$ cat config.mk
export PLATFORM = sky130hd
export DESIGN_NAME = freq_window_meter
export DESIGN_NICKNAME = d
export VERILOG_FILES = /design/src/rtl/fmeas_pkg.sv /design/src/rtl/fmeas_sync_edge.sv /design/src/rtl/fmeas_window.sv /design/src/rtl/fmeas_result.sv /design/src/rtl/freq_window_meter.sv
export SDC_FILE = /design/constraint.sdc
export NUM_CORES = 1
export LEC_CHECK = 0
export ABC_AREA = 1
export BUFFER_PORTS_ARGS = -buffer_cell sky130_fd_sc_hd__buf_2
export CORE_MARGIN = 5
export CORE_UTILIZATION = 52
export CTS_CLUSTER_SIZE = 8
export DETAILED_ROUTE_END_ITERATION = 6
export MAX_ROUTING_LAYER = met4
export PLACE_DENSITY = 0.77
export SYNTH_ARGS = -nofsm -noshare
export SYNTH_HDL_FRONTEND = slang
export SYNTH_HIERARCHICAL = 1
export SYNTH_SLANG_ARGS = --single-unit
$ cat constraint.sdc
create_clock -name clk -period 1.6 [get_ports clk]
set_input_delay 0 -clock clk [delete_from_list [all_inputs] [get_ports clk]]
set_output_delay 0 -clock clk [all_outputs]
set_load 0.02 [all_outputs]
$ cat src/rtl/fmeas_pkg.sv
package fmeas_pkg;
  // Window tracker: idle until the first rising edge, then running.
  typedef enum logic {
    WIN_IDLE = 1'b0,
    WIN_RUN  = 1'b1
  } win_state_e;
endpackage

$ cat src/rtl/fmeas_sync_edge.sv
module fmeas_sync_edge #(
  parameter int unsigned SYNC_STAGES = 2
) (
  input  logic clk,
  input  logic rst_n,
  input  logic raw_i,
  output logic rise_o
);
  logic [SYNC_STAGES-1:0] sync_q, sync_d;
  logic                   hist_q, hist_d;

  always_comb begin
    sync_d = {sync_q[SYNC_STAGES-2:0], raw_i};
    hist_d = sync_q[SYNC_STAGES-1];
    rise_o = sync_q[SYNC_STAGES-1] & ~hist_q;
  end

  always_ff @(posedge clk or negedge rst_n) begin
    if (!rst_n) begin
      sync_q <= '0;
      hist_q <= 1'b0;
    end else begin
      sync_q <= sync_d;
      hist_q <= hist_d;
    end
  end


  rise_single_chk: assert property (@(posedge clk) disable iff (!rst_n)
    rise_o |=> !rise_o);
endmodule

$ cat src/rtl/fmeas_window.sv
module fmeas_window
  import fmeas_pkg::*;
#(
  parameter int unsigned CNT_W     = 24,
  parameter int unsigned WIN_EDGES = 16
) (
  input  logic             clk,
  input  logic             rst_n,
  input  logic             rise_i,
  output logic             close_o,
  output logic [CNT_W-1:0] count_o
);
  localparam int unsigned      EDGE_W    = $clog2(WIN_EDGES);
  localparam logic [EDGE_W-1:0] EDGE_LAST = EDGE_W'(WIN_EDGES - 1);
  localparam logic [CNT_W-1:0]  CNT_MAX   = '1;

  win_state_e        state_q, state_d;
  logic [CNT_W-1:0]  cyc_q, cyc_d;
  logic [EDGE_W-1:0] edg_q, edg_d;
  logic              close;

  always_comb begin
    state_d = state_q;
    cyc_d   = cyc_q;
    edg_d   = edg_q;
    close   = 1'b0;
    case (state_q)
      WIN_IDLE: begin
        if (rise_i) begin
          state_d = WIN_RUN;
          cyc_d   = CNT_W'(1);
          edg_d   = '0;
        end
      end
      default: begin
        if (cyc_q != CNT_MAX) cyc_d = cyc_q + CNT_W'(1);
        if (rise_i) begin
          if (edg_q == EDGE_LAST) begin
            close = 1'b1;
            edg_d = '0;
            cyc_d = CNT_W'(1);
          end else begin
            edg_d = edg_q + EDGE_W'(1);
          end
        end
      end
    endcase
  end

  always_ff @(posedge clk or negedge rst_n) begin
    if (!rst_n) begin
      state_q <= WIN_IDLE;
      cyc_q   <= '0;
      edg_q   <= '0;
    end else begin
      state_q <= state_d;
      cyc_q   <= cyc_d;
      edg_q   <= edg_d;
    end
  end

  assign close_o = close;
  assign count_o = cyc_q;


  cyc_nonzero_chk: assert property (@(posedge clk) disable iff (!rst_n)
    (state_q == WIN_RUN) |-> (cyc_q != '0));


  restart_chk: assert property (@(posedge clk) disable iff (!rst_n)
    close_o |=> (cyc_q == CNT_W'(1)) && (edg_q == '0));
endmodule

$ cat src/rtl/fmeas_result.sv
module fmeas_result #(
  parameter int unsigned CNT_W = 24
) (
  input  logic             clk,
  input  logic             rst_n,
  input  logic             load_i,
  input  logic [CNT_W-1:0] value_i,
  output logic [CNT_W-1:0] meas_o,
  output logic             ready_o
);
  logic [CNT_W-1:0] meas_q, meas_d;
  logic             pend_q, pend_d;
  logic             ready_q, ready_d;

  always_comb begin
    meas_d  = load_i ? value_i : meas_q;
    pend_d  = load_i;
    ready_d = pend_q;
  end

  always_ff @(posedge clk or negedge rst_n) begin
    if (!rst_n) begin
      meas_q  <= '0;
      pend_q  <= 1'b0;
      ready_q <= 1'b0;
    end else begin
      meas_q  <= meas_d;
      pend_q  <= pend_d;
      ready_q <= ready_d;
    end
  end

  assign meas_o  = meas_q;
  assign ready_o = ready_q;


  ready_pulse_chk: assert property (@(posedge clk) disable iff (!rst_n)
    ready_o |=> !ready_o);
endmodule

$ cat src/rtl/freq_window_meter.sv
module freq_window_meter #(
  parameter int unsigned CNT_W       = 24,
  parameter int unsigned WIN_EDGES   = 16,
  parameter int unsigned SYNC_STAGES = 2
) (
  input  logic             clk,
  input  logic             rst_n,
  input  logic             sig_in,
  output logic [CNT_W-1:0] meas_o,
  output logic             ready_o
);
  logic             rise;
  logic             close;
  logic [CNT_W-1:0] count;

  fmeas_sync_edge #(.SYNC_STAGES(SYNC_STAGES)) sync_i (
    .clk(clk), .rst_n(rst_n), .raw_i(sig_in), .rise_o(rise)
  );

  fmeas_window #(.CNT_W(CNT_W), .WIN_EDGES(WIN_EDGES)) win_i (
    .clk(clk), .rst_n(rst_n), .rise_i(rise), .close_o(close), .count_o(count)
  );

  fmeas_result #(.CNT_W(CNT_W)) res_i (
    .clk(clk), .rst_n(rst_n), .load_i(close), .value_i(count),
    .meas_o(meas_o), .ready_o(ready_o)
  );


  meas_hold_chk: assert property (@(posedge clk) disable iff (!rst_n)
    !$stable(meas_o) |=> ready_o);


  ready_nonzero_chk: assert property (@(posedge clk) disable iff (!rst_n)
    ready_o |-> (meas_o != '0));
endmodule

==> metrics.md <==
| Metric | Value |
|---|---|
| Clock tree buffer depth | 2 |
| DRC violations left | 0 |
| Total CTS buffers | 9 |
| Clock Skews | 7.68 ps |
| Reg clk slew, reported paths | 70 ps |
| Fin crit period | 1640 ps |
| Sequential share of the synthesized area | 46.9% |
| Vias in the first global route | 2791 |
| Fmax | 610 MHz |
| Std cell rows | 28 |
| Die width | 87.1 um |
| Final setup margin | -39.4 ps |
| Ys Warns | 6 |
| CP max stage cell | dfrtp_1 |
| Failing checks | negative setup slack |
| DRT Pass-1 Iters | 4 |
| CP peak stage delay | 390 ps |
| Pin count of the biggest net entering global routing | 59 |
| Antenna violations before repair | 0 |
| Area leader, netlist | dfrtp_1 |
| LEAKAGE | 2.08 nW |
| Root buf cell | clkbuf_8 |
| Vias per cell | 5.24 |
| Worst Tran Pin Value | 311 ps |
| Buffers on Ports | 27 |
| Worst path bufs/invs | 0 |
| Outcome | complete, but fails checks |
| Number of flops mapped to enable cells by yosys | 0 |
| Gpl congestion | 0.907 |
| Most used cell, CP | nand2_1 |
| Critical Path, Cell by Cell | ha_4 > nand2_4 > nor2_4 > nand2_2 > nor2_4 > nand2_1 > nor2_1 > nand2_1 > nand3_1 > nand2_1 |
| Die ar. | 7590 sq um |
| Initial Util | 52.9% |
| WS Path Type | flop to flop |
| Clock sink count | 58 |
| RSZ-0062 raised after global routing | yes |
| Post-route ant nets | 0 |
| Net Count, Synth | 413 |
| Placement-stage cell area | 3530 sq um |
| Startpoint types | flop |
| Setup TNS | -115 ps |
| Area contributors post-synth | dfrtp_1 47%, nand2_1 21%, nand3_1 6.0%, nor2_1 4.9%, nand2_2 2.8% |
| Req. time, crit path | 1840 ps |
| Dominant register cell in the synthesized netlist | dfrtp_1 |
| Ys async rst share | 100% |
| First-pass GRT wire length | 13100 um |
| Clk Latency, worst-skew pair | 350 ps |
| Synth top area share | 46.9% |
| Final period util | 102% |
| Filler cells | 465 |
| Worst Hold Class | primary input to async pin |
| Mapped Area | 3090 sq um |
| I/O pin total | 28 |
| Hold Vio Cnt, Final | 0 |
| Fin util | 68.7% |
| CTS tree | done |
| Max Slew Vio Count | 0 |
| Setup crit end kind | flop |
| Area grow syn2layout | 29.9% |
| Synthesized area per cell | 7.58 sq um |
| Dpl cells | 538 |
| CP max FO | 5 |
| Cells after synthesis | 408 |
| Unique masters post-synth | 30 |
| CTS H-Tree Depth | 3 |
| Antenna Cells | 0 |
| Finished Layout Cells | 562 |
| Initial DRC Count | 180 |
| FF+latch count, synth | 58 |
| Final Cell Area | 4020 sq um |
| DP Wirelength | 5400 um |
| NumNets Final | 487 |
| Vias | 2945 |
| R2r setup slk | -40 ps |
| Final setup vio count | 4 |
| All-layer global routing usage | 22.9% |
| Power per cell area | 1140 nW/um^2 |
| Crit-path leading delay family | simple AND/OR/NAND/NOR gates |
| Routed length per instance | 14.4 um |
| Core ar. | 5850 sq um |
| MaxCap Viol Count | 0 |
| Final wirelength | 8090 um |
| Total grt overflow | 0 |
| Crit path DAT | 1880 ps |
| Layout cells sized above 1 | 31.4% |
| Peak VDD IR | 0.844 mV |
| Die Y | 87.1 um |
| Rel. slew slack | 79.3% |
## final timing paths
check                                 start  depth (start not counted)                 to
setup / recovery           win_i/count_o[1]                         10  win_i/count_o[16]
hold / removal                        rst_n                          3    res_i/meas_o[7]
setup reg to reg           win_i/count_o[1]                         10  win_i/count_o[16]
hold reg to reg                res_i/pend_q                          0      res_i/ready_o
max in group asynchronous             rst_n                          3  win_i/count_o[12]
min in group clk                     sig_in                          2   sync_i/sync_q[0]
## sequential cells by signal, summed over array words and instances (netlist names)
signal / count
sync_i/sync_q: 2
res_i/meas_o: 24
res_i/pend_q: 1
res_i/ready_o: 1
win_i/edg_q: 4
sync_i/hist_q: 1
win_i/state_q: 1
win_i/count_o: 24
## placed cells by master, fill, tap and decap left out, types with 2 or more instances in the layout
| cell type | count |
|---|---|
| o21ai_0 | 4 |
| nand2_2 | 16 |
| clkbuf_8 | 9 |
| nor2_2 | 7 |
| or2_2 | 4 |
| a21oi_1 | 9 |
| nand2_4 | 2 |
| buf_4 | 40 |
| nand3_2 | 18 |
| inv_2 | 2 |
| nor3_1 | 3 |
| xor2_1 | 2 |
| inv_1 | 23 |
| nand4_1 | 4 |
| nor3_2 | 2 |
| o21bai_1 | 2 |
| nand2_1 | 165 |
| nor2_1 | 36 |
| dfrtp_1 | 57 |
| buf_12 | 2 |
| dlygate4sd3_1 | 2 |
| buf_2 | 27 |
| clkinv_2 | 3 |
| nand3_1 | 19 |
| o211ai_1 | 2 |
| o21ai_1 | 2 |
| bufinv_16 | 3 |
| o21ai_2 | 2 |
| nor2_4 | 7 |
| nand3b_1 | 2 |
## through the flow
stage	total power [mW]	hold slack [ps]	setup slack [ps]
after CTS	4.47	195	23.4
after global placement	2.79	28.2	89.9
final	4.60	160	-39.4
after detailed placement	2.84	26.8	28.6
after floorplan	2.41	-296	94.4
after global routing	4.83	222	-91.4
## kinds of logic after synthesis
kind of cell,synth area share [%]
adder cells (fa/ha/maj),0.809
XOR/XNOR,0.566
buffers and inverters,6.91
AO/OA/AOI/OAI,4.49
flip-flops,46.9
AND/OR/NAND/NOR,40.3
## per-layer routing
metal / vias up / track usage [%] / share of wire, %
met5: - / - / 0
li1: 1439 / - / -
met1: 1402 / 29.6 / 45
met2: 86 / 36.0 / 47
met4: 0 / 6.56 / 1.8
met3: 18 / 5.68 / 5.4
## final cells by class
type / instances / area (sq um) / share of cell area (%)
Clock buffer: 10 / 128 / 3.17
Multi-Input combinational cell: 313 / 1590 / 39.5
Timing Repair Buffer: 74 / 547 / 13.6
Clock inverter: 6 / 105 / 2.61
Tap cell: 75 / 93.8 / 2.33
Sequential cell: 58 / 1450 / 36.1
Inverter: 26 / 105 / 2.61
## where the power goes
group	internal (mW)	switching, mW
Combinational	0.485	0.655
Clock	1.03	0.595
Sequential	1.66	0.178
Total	3.17	1.43
## Yosys cell counts, types with 3 or more instances
cell type    n
nor2_2       6
nand3_1     37
nor2_1      40
nor2_4       4
a21oi_1      9
or2_2        4
nand2_1    169
inv_1       23
buf_6        5
nand4_1      4
nand2_2     14
buf_2        3
o21ai_0      5
nor3_1       5
dfrtp_1     58
## worst min-delay path: stages
cell,delay (ps)
dlygate4sd3_1,520
buf_2,120
buf_12,270
## repair_timing
| item | 4_1_cts | 5_1_grt |
|---|---|---|
| setup buffers | 0 | 5 |
| endpoints found under the setup margin | 0 | 47 |
| hold buffers | 2 | 0 |
| hold endpoints to repair | 59 | 0 |
| gates resized for setup | 0 | 40 |
Note: power is estimated with default switching activity, not from simulation.
